==> config.mk <==
export PLATFORM = sky130hd
export DESIGN_NAME = ide_dma_progress
export DESIGN_NICKNAME = d
export VERILOG_FILES = /design/src/rtl/ide_dma_pkg.sv /design/src/rtl/ide_disk_pos.sv /design/src/rtl/ide_pkt_pos.sv /design/src/rtl/ide_dma_ctrl.sv /design/src/rtl/ide_dma_progress.sv
export SDC_FILE = /design/constraint.sdc
export NUM_CORES = 1
export LEC_CHECK = 0
export CAP_MARGIN = 20
export CORE_UTILIZATION = 30
export CTS_CLUSTER_SIZE = 28
export DETAILED_ROUTE_END_ITERATION = 7
export HOLD_SLACK_MARGIN = 0.08
export REMOVE_ABC_BUFFERS = 1
export SETUP_SLACK_MARGIN = 0.02
export SLEW_MARGIN = 40
export SYNTH_ARGS = -nofsm -noshare
export SYNTH_HDL_FRONTEND = slang
export SYNTH_SLANG_ARGS = --single-unit
==> constraint.sdc <==
create_clock -name clk -period 5.3 [get_ports clk]
set_input_delay 0.53 -clock clk [delete_from_list [all_inputs] [get_ports clk]]
set_output_delay 0.53 -clock clk [all_outputs]
set_load 0.005 [all_outputs]
==> src/rtl/ide_dma_pkg.sv <==
package ide_dma_pkg;
  typedef enum logic [1:0] {
    CMD_READ  = 2'd0,
    CMD_WRITE = 2'd1,
    CMD_TRIM  = 2'd2
  } dma_cmd_e;

  typedef enum logic [1:0] {
    ST_IDLE = 2'd0,
    ST_STEP = 2'd1,
    ST_WAIT = 2'd2
  } trk_state_e;

  localparam logic [7:0] STAT_READY_SEEK = 8'h50;
endpackage

==> src/rtl/ide_disk_pos.sv <==
module ide_disk_pos #(
  parameter int SECT_W = 28,
  parameter int CNT_W  = 16,
  parameter int LEN_W  = 16
) (
  input  logic              clk,
  input  logic              rst,
  input  logic              load,
  input  logic [SECT_W-1:0] ld_sector,
  input  logic [CNT_W-1:0]  ld_count,
  input  logic              step,
  input  logic [LEN_W-1:0]  chunk,
  output logic [SECT_W-1:0] sector,
  output logic [CNT_W-1:0]  count,
  output logic [SECT_W-1:0] sector_nx,
  output logic              done_nx
);
  localparam int SUM_W = LEN_W + 1;
  localparam int N_W   = SUM_W - 9;

  logic [SUM_W-1:0] rounded;
  logic [N_W-1:0]   nsec;
  logic [CNT_W-1:0] count_nx;

  // round a partial chunk up to whole 512-byte sectors
  always_comb begin
    rounded   = SUM_W'(chunk) + SUM_W'(511);
    nsec      = rounded[SUM_W-1:9];
    sector_nx = sector + SECT_W'(nsec);
    count_nx  = count - CNT_W'(nsec);
    done_nx   = (count_nx == '0);
  end

  always_ff @(posedge clk) begin
    if (rst) begin
      sector <= '0;
      count  <= '0;
    end else if (load) begin
      sector <= ld_sector;
      count  <= ld_count;
    end else if (step) begin
      sector <= sector_nx;
      count  <= count_nx;
    end
  end
endmodule

==> src/rtl/ide_pkt_pos.sv <==
module ide_pkt_pos #(
  parameter int LBA_W = 26,
  parameter int IDX_W = 11,
  parameter int LEN_W = 16,
  parameter int PKT_W = 24
) (
  input  logic                    clk,
  input  logic                    rst,
  input  logic                    load,
  input  logic [LBA_W-1:0]        ld_lba,
  input  logic [IDX_W-1:0]        ld_idx,
  input  logic signed [PKT_W-1:0] ld_left,
  input  logic                    step,
  input  logic                    clr_idx,
  input  logic [LEN_W-1:0]        chunk,
  output logic [LBA_W-1:0]        lba,
  output logic [IDX_W-1:0]        idx,
  output logic signed [PKT_W-1:0] left,
  output logic [LBA_W-1:0]        lba_nx,
  output logic [IDX_W-1:0]        idx_nx,
  output logic                    ok_nx
);
  localparam int SUM_W = LEN_W + 1;

  logic [SUM_W-1:0]        sum;
  logic signed [PKT_W-1:0] left_nx;

  // fold whole 2048-byte blocks of the offset into the LBA
  always_comb begin
    sum     = SUM_W'(idx) + SUM_W'(chunk);
    lba_nx  = lba + LBA_W'(sum >> IDX_W);
    idx_nx  = sum[IDX_W-1:0];
    left_nx = left - $signed(PKT_W'(chunk));
    ok_nx   = (left_nx <= 0);
  end

  always_ff @(posedge clk) begin
    if (rst) begin
      lba  <= '0;
      idx  <= '0;
      left <= '0;
    end else if (load) begin
      lba  <= ld_lba;
      idx  <= ld_idx;
      left <= ld_left;
    end else begin
      if (step) begin
        lba  <= lba_nx;
        idx  <= idx_nx;
        left <= left_nx;
      end
      if (clr_idx) idx <= '0;
    end
  end
endmodule

==> src/rtl/ide_dma_ctrl.sv <==
module ide_dma_ctrl
  import ide_dma_pkg::*;
#(
  parameter int ADDR_W = 32,
  parameter int LEN_W  = 16,
  parameter int REQ_W  = 28,
  parameter int ACCT_W = 32
) (
  input  logic              clk,
  input  logic              rst,
  input  logic              cfg_load,
  input  logic              cfg_pkt_mode,
  input  logic [1:0]        cfg_cmd,
  input  logic              xfer_start,
  input  logic [ADDR_W-1:0] xfer_addr,
  input  logic [LEN_W-1:0]  xfer_len,
  input  logic              rsp_done,
  input  logic              rsp_err,
  input  logic              flush_req,
  input  logic              disk_done_nx,
  input  logic              pkt_ok_nx,
  input  logic [REQ_W-1:0]  req_addr_nx,
  output logic              pkt_mode,
  output logic              load_ok,
  output logic              step,
  output logic              launch,
  output logic [LEN_W-1:0]  chunk,
  output logic              req_valid,
  output logic [1:0]        req_kind,
  output logic              req_to_dev,
  output logic [REQ_W-1:0]  req_sector,
  output logic [ADDR_W-1:0] req_mem_addr,
  output logic [LEN_W-1:0]  req_len,
  output logic              busy,
  output logic [7:0]        dev_status,
  output logic              irq,
  output logic              cmd_ok,
  output logic              dma_err,
  output logic              pkt_err,
  output logic              dma_end,
  output logic              flush_ack,
  output logic [ACCT_W-1:0] acct_bytes
);
  trk_state_e        state;
  dma_cmd_e          cmd;
  logic [ADDR_W-1:0] io_addr;
  logic [LEN_W-1:0]  io_len;
  logic              flush_pend;
  logic              count_acct;

  assign load_ok    = cfg_load && (state == ST_IDLE);
  assign step       = (state == ST_STEP);
  assign launch     = step && (io_len != '0);
  assign count_acct = pkt_mode || (cmd == CMD_READ) || (cmd == CMD_WRITE);

  always_ff @(posedge clk) begin
    if (rst) begin
      state        <= ST_IDLE;
      cmd          <= CMD_READ;
      pkt_mode     <= 1'b0;
      io_addr      <= '0;
      io_len       <= '0;
      chunk        <= '0;
      req_valid    <= 1'b0;
      req_kind     <= 2'd0;
      req_to_dev   <= 1'b0;
      req_sector   <= '0;
      req_mem_addr <= '0;
      req_len      <= '0;
      busy         <= 1'b0;
      dev_status   <= 8'h00;
      irq          <= 1'b0;
      cmd_ok       <= 1'b0;
      dma_err      <= 1'b0;
      pkt_err      <= 1'b0;
      dma_end      <= 1'b0;
      flush_ack    <= 1'b0;
      flush_pend   <= 1'b0;
      acct_bytes   <= '0;
    end else begin
      req_valid <= 1'b0;
      irq       <= 1'b0;
      cmd_ok    <= 1'b0;
      dma_err   <= 1'b0;
      pkt_err   <= 1'b0;
      dma_end   <= 1'b0;
      flush_ack <= 1'b0;

      if ((flush_req || flush_pend) && !busy) begin
        flush_ack  <= 1'b1;
        flush_pend <= 1'b0;
      end else if (flush_req) begin
        flush_pend <= 1'b1;
      end

      if (load_ok) begin
        pkt_mode   <= cfg_pkt_mode;
        cmd        <= dma_cmd_e'(cfg_cmd);
        dev_status <= 8'h00;
        acct_bytes <= '0;
      end

      case (state)
        ST_IDLE: begin
          if (xfer_start) begin
            io_addr <= xfer_addr;
            io_len  <= xfer_len;
            chunk   <= '0;
            state   <= ST_STEP;
          end
        end
        ST_STEP: begin
          if (!pkt_mode && disk_done_nx) begin
            dev_status <= STAT_READY_SEEK;
            irq        <= 1'b1;
          end
          if (pkt_mode && pkt_ok_nx) cmd_ok <= 1'b1;
          if (io_len == '0) begin
            dma_end <= 1'b1;
            state   <= ST_IDLE;
          end else begin
            req_valid    <= 1'b1;
            req_kind     <= pkt_mode ? 2'(CMD_READ) : 2'(cmd);
            req_to_dev   <= !pkt_mode && (cmd != CMD_READ);
            req_sector   <= req_addr_nx;
            req_mem_addr <= io_addr;
            req_len      <= io_len;
            io_addr      <= io_addr + ADDR_W'(io_len);
            io_len       <= '0;
            chunk        <= io_len;
            busy         <= 1'b1;
            if (count_acct) acct_bytes <= acct_bytes + ACCT_W'(io_len);
            state        <= ST_WAIT;
          end
        end
        ST_WAIT: begin
          if (rsp_err) begin
            busy    <= 1'b0;
            dma_end <= 1'b1;
            chunk   <= '0;
            if (pkt_mode) pkt_err <= 1'b1;
            else          dma_err <= 1'b1;
            state   <= ST_IDLE;
          end else if (rsp_done) begin
            busy  <= 1'b0;
            state <= ST_STEP;
          end
        end
        default: state <= ST_IDLE;
      endcase
    end
  end
endmodule

==> src/rtl/ide_dma_progress.sv <==
module ide_dma_progress #(
  parameter int SECT_W = 28,
  parameter int CNT_W  = 16,
  parameter int LBA_W  = 26,
  parameter int IDX_W  = 11,
  parameter int LEN_W  = 16,
  parameter int ADDR_W = 32,
  parameter int PKT_W  = 24,
  parameter int ACCT_W = 32,
  localparam int REQ_W = (LBA_W + 2 > SECT_W) ? LBA_W + 2 : SECT_W
) (
  input  logic                    clk,
  input  logic                    rst,
  input  logic                    cfg_load,
  input  logic                    cfg_pkt_mode,
  input  logic [1:0]              cfg_cmd,
  input  logic [SECT_W-1:0]       cfg_sector,
  input  logic [CNT_W-1:0]        cfg_count,
  input  logic [LBA_W-1:0]        cfg_lba,
  input  logic [IDX_W-1:0]        cfg_index,
  input  logic signed [PKT_W-1:0] cfg_pkt_bytes,
  input  logic                    xfer_start,
  input  logic [ADDR_W-1:0]       xfer_addr,
  input  logic [LEN_W-1:0]        xfer_len,
  input  logic                    rsp_done,
  input  logic                    rsp_err,
  input  logic                    flush_req,
  output logic                    req_valid,
  output logic [1:0]              req_kind,
  output logic                    req_to_dev,
  output logic [REQ_W-1:0]        req_sector,
  output logic [ADDR_W-1:0]       req_mem_addr,
  output logic [LEN_W-1:0]        req_len,
  output logic                    busy,
  output logic [SECT_W-1:0]       cur_sector,
  output logic [CNT_W-1:0]        sect_left,
  output logic [LBA_W-1:0]        cur_lba,
  output logic [IDX_W-1:0]        byte_index,
  output logic signed [PKT_W-1:0] pkt_left,
  output logic [7:0]              dev_status,
  output logic                    irq,
  output logic                    cmd_ok,
  output logic                    dma_err,
  output logic                    pkt_err,
  output logic                    dma_end,
  output logic                    flush_ack,
  output logic [ACCT_W-1:0]       acct_bytes
);
  logic              pkt_mode, load_ok, step, launch;
  logic [LEN_W-1:0]  chunk;
  logic [SECT_W-1:0] sector_nx;
  logic              disk_done_nx;
  logic [LBA_W-1:0]  lba_nx;
  logic [IDX_W-1:0]  idx_nx;
  logic              pkt_ok_nx;
  logic [REQ_W-1:0]  req_addr_nx;

  // packet requests address 512-byte units: LBA*4 plus quarter-block offset
  always_comb begin
    if (pkt_mode) req_addr_nx = REQ_W'({lba_nx, 2'b00}) + REQ_W'(idx_nx >> 9);
    else          req_addr_nx = REQ_W'(sector_nx);
  end

  ide_disk_pos #(.SECT_W(SECT_W), .CNT_W(CNT_W), .LEN_W(LEN_W)) u_disk (
    .clk(clk), .rst(rst), .load(load_ok),
    .ld_sector(cfg_sector), .ld_count(cfg_count),
    .step(step && !pkt_mode), .chunk(chunk),
    .sector(cur_sector), .count(sect_left),
    .sector_nx(sector_nx), .done_nx(disk_done_nx)
  );

  ide_pkt_pos #(.LBA_W(LBA_W), .IDX_W(IDX_W), .LEN_W(LEN_W), .PKT_W(PKT_W)) u_pkt (
    .clk(clk), .rst(rst), .load(load_ok),
    .ld_lba(cfg_lba), .ld_idx(cfg_index), .ld_left(cfg_pkt_bytes),
    .step(step && pkt_mode), .clr_idx(launch && !pkt_mode), .chunk(chunk),
    .lba(cur_lba), .idx(byte_index), .left(pkt_left),
    .lba_nx(lba_nx), .idx_nx(idx_nx), .ok_nx(pkt_ok_nx)
  );

  ide_dma_ctrl #(.ADDR_W(ADDR_W), .LEN_W(LEN_W), .REQ_W(REQ_W), .ACCT_W(ACCT_W)) u_ctrl (
    .clk(clk), .rst(rst),
    .cfg_load(cfg_load), .cfg_pkt_mode(cfg_pkt_mode), .cfg_cmd(cfg_cmd),
    .xfer_start(xfer_start), .xfer_addr(xfer_addr), .xfer_len(xfer_len),
    .rsp_done(rsp_done), .rsp_err(rsp_err), .flush_req(flush_req),
    .disk_done_nx(disk_done_nx), .pkt_ok_nx(pkt_ok_nx), .req_addr_nx(req_addr_nx),
    .pkt_mode(pkt_mode), .load_ok(load_ok), .step(step), .launch(launch), .chunk(chunk),
    .req_valid(req_valid), .req_kind(req_kind), .req_to_dev(req_to_dev),
    .req_sector(req_sector), .req_mem_addr(req_mem_addr), .req_len(req_len),
    .busy(busy), .dev_status(dev_status), .irq(irq), .cmd_ok(cmd_ok),
    .dma_err(dma_err), .pkt_err(pkt_err), .dma_end(dma_end),
    .flush_ack(flush_ack), .acct_bytes(acct_bytes)
  );
endmodule

==> results of run 1 <==
report_power, final:
group / total, mW / internal, mW / leakage (nW) / switching, mW
registers: 3.26 / 2.70 / 2.47 / 0.562
clock network: 3.00 / 1.90 / 0.708 / 1.11
logic: 4.13 / 1.74 / 5.38 / 2.39
total: 10.4 / 6.33 / 8.56 / 4.06
through the flow:
stage | area (um^2) | setup slack [ns] | utilization [%] | hold WS (ns) | power (mW)
2_1_floorplan | 16900 | 0.3082 | - | 0.4336 | 5.617
4_1_cts | 23480 | 0.3211 | 40.78 | 0.4540 | 10.48
3_5_place_dp | 22040 | 0.3721 | 38.27 | 0.4465 | 7.415
6_report | 23510 | 0.3978 | 40.83 | 0.4530 | 10.39
3_3_place_gp | 22020 | 0.3584 | 38.23 | 0.4244 | 7.354
5_1_grt | 23510 | 0.01017 | 40.82 | 0.4696 | 11.05
kinds of logic (layout without fill, tap and decap cells):
family | count (synthesis) | in the layout
and+or+nand+nor | 854 | 854
adders and majority gates | 92 | 92
muxes | 17 | 17
buffers and inverters | 200 | 545
AOI/OAI and AO/OA | 644 | 644
DFF | 302 | 302
other | 0 | 3
xor gates and xnor gates | 155 | 155
worst min-delay path, delay by kind of cell, from the launching register on:
kind	cells	cell delay [ns]
AND/OR/NAND/NOR	1	0.05
AO/OA/AOI/OAI	1	0.05
flip-flops	1	0.30
flip-flops by register name, summed over array words and instances, names as in the netlist, 2 cells and up:
| register | flops |
|---|---|
| u_ctrl.req_mem_addr | 32 |
| u_ctrl.req_len | 16 |
| u_pkt.idx | 11 |
| u_ctrl.io_len | 16 |
| u_ctrl.cmd | 2 |
| u_ctrl.io_addr | 32 |
| u_ctrl.acct_bytes | 32 |
| u_pkt.left | 24 |
| u_ctrl.req_kind | 2 |
| u_ctrl.dev_status | 8 |
| u_ctrl.state | 2 |
| u_disk.sector | 28 |
| u_pkt.lba | 26 |
| u_ctrl.chunk | 16 |
| u_disk.count | 16 |
| u_ctrl.req_sector | 28 |
cell type report:
cell class	instances	area [um^2]
timing repair buffer	416	4129
tap	765	957.2
clock buffer	48	1081
multi-input combinational	1762	10690
inverter	61	231.5
fill	5824	34080
clock inverter	20	362.8
sequential	302	6047
antenna	3	7.507
worst max-delay path by stage:
stage	endpoint	cells past startpoint	start
2_1_floorplan	u_ctrl.io_addr[22]	8	u_ctrl.state[1]
3_3_place_gp	u_ctrl.req_sector[14]	20	u_pkt.idx[1]
3_5_place_dp	u_ctrl.req_sector[14]	20	u_pkt.idx[1]
4_1_cts	u_ctrl.req_sector[14]	20	u_pkt.idx[1]
5_1_grt	u_ctrl.req_sector[14]	20	u_pkt.idx[1]
6_report	u_ctrl.req_sector[14]	20	u_pkt.idx[1]
cell usage in the layout (no fill, tap or decap), types with 8 or more instances in the layout:
cell type        netlist  routed
a31oi_1               31      31
clkbuf_16              0      40
nand2_1              309     306
and2_1                12      10
a211oi_1              54      54
buf_4                  0      20
or2_2                  8       8
nand4_1               25      25
ha_1                  85      84
nor2b_1               12      12
and3_1                28      28
a21oi_1              225     223
xor2_1                65      65
nor2_1               233     230
bufinv_16              0       9
nand3_1               94      94
o31ai_1               11      11
nor3_1                59      56
nand2b_1              18      18
o22ai_1               12      12
o21a_1                16      16
a22oi_1               16      16
o21ai_0              135     135
a311oi_1              25      25
a21o_1                27      27
xnor2_1               90      90
inv_1                 60      59
o211ai_1              23      23
mux2i_1               16      16
clkdlybuf4s50_1        0     393
nor4_1                13      13
dfxtp_1              302     301
o221ai_1              13      13
or3_1                 14      14
metal layers:
| layer | global-route usage, % | wire [um] | up-vias |
|---|---|---|---|
| met5 | 0 | 80 | - |
| met4 | 8.731 | 2405 | 12 |
| met3 | 4.047 | 4060 | 125 |
| met2 | 35.77 | 30560 | 559 |
| met1 | 28.21 | 29200 | 8415 |
| li1 | - | - | 8715 |
==> summary.md, run 1 <==
| Metric | Value |
|---|---|
| Status | `finished clean` |
| Cell with the most instances after synthesis | `nand2_1` |
| Clk sinks | `~300` |
| Layout cells sized above 1 | `5.021%` |
| Mean routed wirelength per cell | `19.64 um` |
| DRC | `0` |
| Core ar. | `0.05759 mm^2` |
| CP Launch Type | `flip-flop` |
| Mux cell area share after synthesis | `0.9830%` |
| Largest family of logic cells by synthesized area | `compound AO/OA/AOI/OAI gates` |
| Fin Setup TNS | `0 ns` |
| Post-CTS Resized | `0` |
| Synth top area share | `34.67%` |
| Starting Density | `30.28%` |
| Hold_sp | `u_ctrl.req_mem_addr[24]` |
| GP Congestion | `slightly above 0.9` |
| Clk_lat worst skew | `0.57 ns` |
| R2R Setup Slk | `between 0.3 and 0.4 ns` |
| Vias in the first global route | `about 17000` |
| Post-Place Cells | `roughly 3300` |
| Top_reg_cell synth | `dfxtp_1` |
| Critical path, cell by cell | `ha_1, a21o_1, a21o_1, a2111oi_1, o31ai_1, nor2_1, o21bai_1, a21o_1, xnor2_1, ha_1, fa_1, a21o_1, a21oi_1, o21bai_1, a21oi_1, nor2_1, xnor2_1, nor2_1, a221oi_1, nor2_1` |
| Hold WC Path Type | `reg -> reg` |
| # rows | `about 90` |
| Clock root buffer | `clkbuf_16` |
| WP buf/inv | `0` |
| Initial drt markers | `1199` |
| Global-route wire length before repair | `102200 um` |
| Clock-pin slew on the worst setup and hold paths | `0.06 ns` |
| Slew Viols, Final | `0` |
| Worst path required time | `5.72 ns` |
| Worst IR drop on VDD | `0.0002302 V` |
| RR Startpoint | `u_pkt.idx[1]` |
| Asr flop ratio synth | `0%` |
| Cell Area, Synth | `0.01744 mm^2` |
| Adder-cell share of the synthesized area | `6.902%` |
| Power per cell area | `441.9 mW/mm^2` |
| Synth Area per Inst | `7.702 um^2` |
| Total GRT Usage | `21.86%` |
| Period utilization | `92.50%` |
| Via count | `approximately 18000` |
| CP top delay family | `compound AO/OA/AOI/OAI gates` |
| Hold-fix buffers, CTS | `0` |
| Flops & latches, synth | `302` |
| Leading area contributor after synthesis | `dfxtp_1` |
| CP peak stage delay | `0.60 ns` |
| Leakage | `between 8 and 9 nW` |
| Antenna violations before repair | `8` |
| Largest net degree at the start of global routing | `150` |
| DRT Pass-1 Iters | `6` |
| HPWL after detailed placement | `48170 um` |
| Post-synth EDFFs | `0` |
| Fraction of the mapped netlist area in compound gates | `23.10%` |
| Worst hold path depth | `2` |
| Max capacitance violation total | `0` |
| Setup Viol. Count Final | `0` |
| Post-Synth XOR/XNOR Area | `7.785%` |
| Crit path DAT | `5.33 ns` |
| Minimum clock period | `4.902 ns` |
| Nets@finish | `2837` |
| Gr ovfl total | `0` |
| CTS max path bufs | `3` |
| WHS Endpoint | `u_ctrl.req_mem_addr[24]` |
| Synth top area cells | `dfxtp_1 35%, nand2_1 6.7%, a21oi_1 6.5%` |
| Total wire length | `around 66000 um` |
| Count of different cell masters after synthesis | `77` |
| Number of vias per cell | `5.279` |
| Least-Margin Pin Slew | `0.7689 ns` |
| FF-to-FF path depth | `20` |
| TritonCTS clock tree | `yes` |
| Slowest-stage cell, CP | `a2111oi_1` |
| Layout area overhead | `34.82%` |
| Max-slew headroom | `48.74%` |
| Die Ht | `243.1 um` |
| Port Buf Inserts | `about 390` |
| Synth warn | `0` |
| RSZ-0062 raised after global routing | `yes` |
| RR Endpoint | `u_ctrl.req_sector[14]` |
| Post-CTS setup buffers | `0` |
| Post-synthesis simple-gate area fraction | `22.16%` |
| Max Fclk | `roughly 200 MHz` |
| Worst Skew | `0.01675 ns` |
| Routed Antenna Nets | `0` |
| Htree depth | `2` |
| Syn Inst Count | `2264` |
| CP Capture Type | `flip-flop` |
| Chip width | `243.1 um` |
| CTS Buf Count | `39` |
| Sequential fraction of the synthesis area | `a little over a third` |
| Die area | `0.05910 mm^2` |
| Post-synth top cells | `309 x nand2_1, 302 x dfxtp_1, 233 x nor2_1` |
| Crit-path max FO | `6` |
| Boundary Pins | `395` |
| Final instance count without filler cells | `3377` |
| Final Hold Viols | `0` |
| Critical path class | `reg -> reg` |
Power figures use the tool's default switching activity.
==> run 2: changes to the inputs <==
--- a/config.mk
+++ b/config.mk
@@ -15,4 +15,5 @@
 export SLEW_MARGIN = 40
 export SYNTH_ARGS = -nofsm -noshare
 export SYNTH_HDL_FRONTEND = slang
+export SYNTH_HIERARCHICAL = 1
 export SYNTH_SLANG_ARGS = --single-unit
==> run 2 against run 1 <==
  * Area after synthesis increased by 7.8%
  * Core utilization down 0.97 points
  * Highest routed layer unchanged
  * Non-clock buffer count up 5
  * Largest cell class unchanged
  * Sequential power down 5%
  * Synthesized cell count is 5.7% higher
  * Die area is 7.7% higher
  * Total power fell by 7.1%
  * Fmax increased by 2.8%
==> summary.md, run 2 <==
| Metric | Value |
|---|---|
| Boundary Pins | `395 (unchanged)` |
| Clock root buffer | `clkbuf_16 (unchanged)` |
| CP peak stage delay | `0.43 ns (was 0.60 ns)` |
| Initial drt markers | `1375 (was 1199)` |
| Fin Setup TNS | `0 ns (unchanged)` |
| Commonest cells after routing, fill and taps aside | `393 x clkdlybuf4s50_1, 328 x nand2_1, 301 x dfxtp_1 (was 393 x clkdlybuf4s50_1, 306 x nand2_1, 301 x dfxtp_1)` |
| RR Endpoint | `u_ctrl/req_sector[18] (was u_ctrl.req_sector[14])` |
| Core ar. | `0.06183 mm^2 (was 0.05759 mm^2)` |
| CTS max path bufs | `3 (unchanged)` |
| Synth warn | `6 (was 0)` |
| WP buf/inv | `1 (was 0)` |
| R2R Setup Slk | `0.53 ns (was 0.40 ns)` |
| CTS Buf Count | `37 (was 39)` |
| Slowest-stage cell, CP | `dfxtp_1 (was a2111oi_1)` |
| DRC | `0 (unchanged)` |
| RR Startpoint | `u_ctrl/chunk[1] (was u_pkt.idx[1])` |
| Minimum clock period | `4.769 ns (was 4.902 ns)` |
| HPWL after detailed placement | `53250 um (was 48170 um)` |
| Slew Viols, Final | `0 (unchanged)` |
| Most common cell after layout, fill and taps aside | `clkdlybuf4s50_1 (unchanged)` |
| Synth Area per Inst | `7.855 um^2 (was 7.702 um^2)` |
| Total wire length | `72060 um (was 66310 um)` |
| # rows | `91 (was 88)` |
| Fin util | `39.86% (was 40.83%)` |
| Placed cell area | `0.02340 mm^2 (was 0.02204 mm^2)` |
| Syn Inst Count | `2393 (was 2264)` |
| FF-to-FF path depth | `22 (was 20)` |
| Final WS setup | `0.5313 ns (was 0.3978 ns)` |
| Clock power share | `27.0% (was 28.9%)` |
| Seq pwr share | `32.1% (was 31.4%)` |
| Max Fclk | `209.7 MHz (was 204.0 MHz)` |
| Layout cells sized above 1 | `6.474% (was 5.021%)` |
| Die area | `0.06366 mm^2 (was 0.05910 mm^2)` |
| Nets@finish | `2963 (was 2837)` |
| Max capacitance violation total | `0 (unchanged)` |
| Sequential Area | `0.006047 mm^2 (unchanged)` |
| Max-slew headroom | `42.28% (was 48.74%)` |
| Area of the multi-input gates | `0.01190 mm^2 (was 0.01069 mm^2)` |
| Leakage | `9.035 nW (was 8.564 nW)` |
| CP Capture Type | `flip-flop (unchanged)` |
| Via count | `19090 (was 17830)` |
| Most used cell, CP | `a21oi_1` |
| Worst Skew | `0.02852 ns (was 0.01675 ns)` |
| Post-CTS setup buffers | `0 (unchanged)` |
| Worst hold path depth | `2 (unchanged)` |
| CP Launch Type | `flip-flop (unchanged)` |
| Final Hold Viols | `0 (unchanged)` |
| Hold WC Path Type | `in -> reg (was reg -> reg)` |
| Global-route wire length before repair | `109900 um (was 102200 um)` |
| Clk sinks | `302 (unchanged)` |
| Clk_lat worst skew | `0.57 ns (about the same)` |
| Critical path, cell by cell | `ha_1, a21o_1, a21oi_1, nand2b_1, a21boi_0, o41a_1, a31o_2, a31o_2, xnor2_1, ha_1, fa_1, a21o_1, a21oi_1, o21bai_1, a21oi_1, buf_4, nor2_1, nand3_1, xnor2_1, mux2_2, nand2_1, a21oi_1 (was ha_1, a21o_1, a21o_1, a2111oi_1, o31ai_1, nor2_1, o21bai_1, a21o_1, xnor2_1, ha_1, fa_1, a21o_1, a21oi_1, o21bai_1, a21oi_1, nor2_1, xnor2_1, nor2_1, a221oi_1, nor2_1)` |
| Least-Margin Pin Slew | `0.8549 ns (was 0.7689 ns)` |
| Number of vias per cell | `5.344 (was 5.279)` |
| Chip width | `252.3 um (was 243.1 um)` |
| Internal power | `5.782 mW (was 6.332 mW)` |
| Vias in the first global route | `18460 (was 17360)` |
| Worst slack, placed | `0.2315 ns (was 0.3721 ns)` |
| Combinational power share | `40.9% (was 39.7%)` |
| Mean routed wirelength per cell | `20.17 um (was 19.64 um)` |
| Filler Cell Count | `6259 (was 5824)` |
| Die Ht | `252.3 um (was 243.1 um)` |
| Hold_sp | `rst (was u_ctrl.req_mem_addr[24])` |
| Switching power total | `3.873 mW (was 4.057 mW)` |
| Layout area overhead | `31.11% (was 34.82%)` |
| Port Buf Inserts | `394 (unchanged)` |
| Regs by FF count | `u_ctrl/acct_bytes x32, u_ctrl/io_addr x32, u_ctrl/req_mem_addr x32 (was u_ctrl.acct_bytes x32, u_ctrl.io_addr x32, u_ctrl.req_mem_addr x32)` |
| TritonCTS clock tree | `yes (unchanged)` |
| Starting Density | `30.40% (was 30.28%)` |
| Status | `finished clean (unchanged)` |
| Crit-path max FO | `7 (was 6)` |
| Worst path required time | `5.70 ns (was 5.72 ns)` |
| Switching share of total power | `40.12% (was 39.05%)` |
| GP Congestion | `0.9020 (was 0.9115)` |
| Htree depth | `2 (unchanged)` |
| Setup Viol. Count Final | `0 (unchanged)` |
| Cell Area, Synth | `0.01880 mm^2 (was 0.01744 mm^2)` |
| Period utilization | `89.98% (was 92.50%)` |
| Clock-pin slew on the worst setup and hold paths | `0.06 ns (about the same)` |
| Antenna violations before repair | `4 (was 8)` |
| Worst Setup SP | `u_ctrl/chunk[1] (was u_pkt.idx[1])` |
| Routed Antenna Nets | `0 (unchanged)` |
| Gr ovfl total | `0 (unchanged)` |
| CP top delay family | `compound AO/OA/AOI/OAI gates (unchanged)` |
| RSZ-0062 raised after global routing | `no (was yes)` |
| Critical path class | `reg -> reg (unchanged)` |
| DRT Pass-1 Iters | `5 (was 6)` |
| Final instance area | `0.02464 mm^2 (was 0.02351 mm^2)` |
| Crit path DAT | `5.17 ns (was 5.33 ns)` |
| WHS Endpoint | `u_ctrl/req_mem_addr[2] (was u_ctrl.req_mem_addr[24])` |
| Power per cell area | `391.8 mW/mm^2 (was 441.9 mW/mm^2)` |
| Largest net degree at the start of global routing | `88 (was 150)` |
| Total GRT Usage | `21.90% (was 21.86%)` |
| Worst IR drop on VDD | `0.0002140 V (was 0.0002302 V)` |
-- run 2: power groups by stage --
| stage | clock network, mW | registers (mW) | logic, mW |
|---|---|---|---|
| after CTS | 2.68 | 3.10 | 3.94 |
| after floorplan | 0 | 2.97 | 2.38 |
| after detailed placement | 0 | 3.14 | 3.92 |
| after global placement | 0 | 3.14 | 3.87 |
| final | 2.61 | 3.10 | 3.95 |
| after global routing | 2.77 | 3.15 | 4.34 |
-- run 2: worst reg2reg max path, delay by kind of cell (launching register included) --
family	cells	cell delay (ns)
AOI/OAI and AO/OA	11	1.95
xor gates and xnor gates	2	0.35
adders and majority gates	3	0.70
buffers and inverters	1	0.16
DFF	1	0.43
muxes	1	0.27
and+or+nand+nor	4	0.75
-- run 2: layout make-up --
class	count	area share [%]
diodes	1	0.01015
clock inverters	13	0.6093
clock buffers	53	4.326
multi-input cells	1872	48.28
flip-flops and latches	302	24.54
well taps	837	4.250
inverters	73	1.122
repair buffers	421	16.86
-- run 2: per-layer routing --
metal / vias to the layer above / wire length (um) / global-route usage, % / share of wire [%]
li1: 9173 / - / - / -
met1: 9115 / 31340 / 28.23 / 43
met2: 687 / 34080 / 37.26 / 47
met3: 105 / 5058 / 4.377 / 7.0
met4: 8 / 1525 / 5.281 / 2.1
met5: - / 58 / 0 / 0.080
-- run 2: how the worst max path moves through the flow --
stage	end	cells past startpoint
after floorplan	u_ctrl/acct_bytes[8]	9
final	u_ctrl/req_sector[18]	22
after global placement	u_ctrl/req_sector[15]	23
after CTS	u_ctrl/req_sector[15]	23
after detailed placement	u_ctrl/req_sector[15]	23
after global routing	u_ctrl/req_sector[15]	24
-- run 2: through the flow --
step / hold slack, ns / total power [mW] / cells
after global placement: 0.4384 / 7.011 / 3505
after CTS: 0.3722 / 9.718 / 3571
after global routing: 0.4216 / 10.26 / 3571
final: 0.3775 / 9.655 / 3572
after floorplan: 0.4348 / 5.355 / 2247
after detailed placement: 0.4464 / 7.061 / 3505
-- run 2: what timing repair did --
| action | in CTS | in global routing |
|---|---|---|
| hold buffers | 0 | 0 |
| setup endpoints to repair | 0 | 19 |
| resized for setup | 0 | 4 |
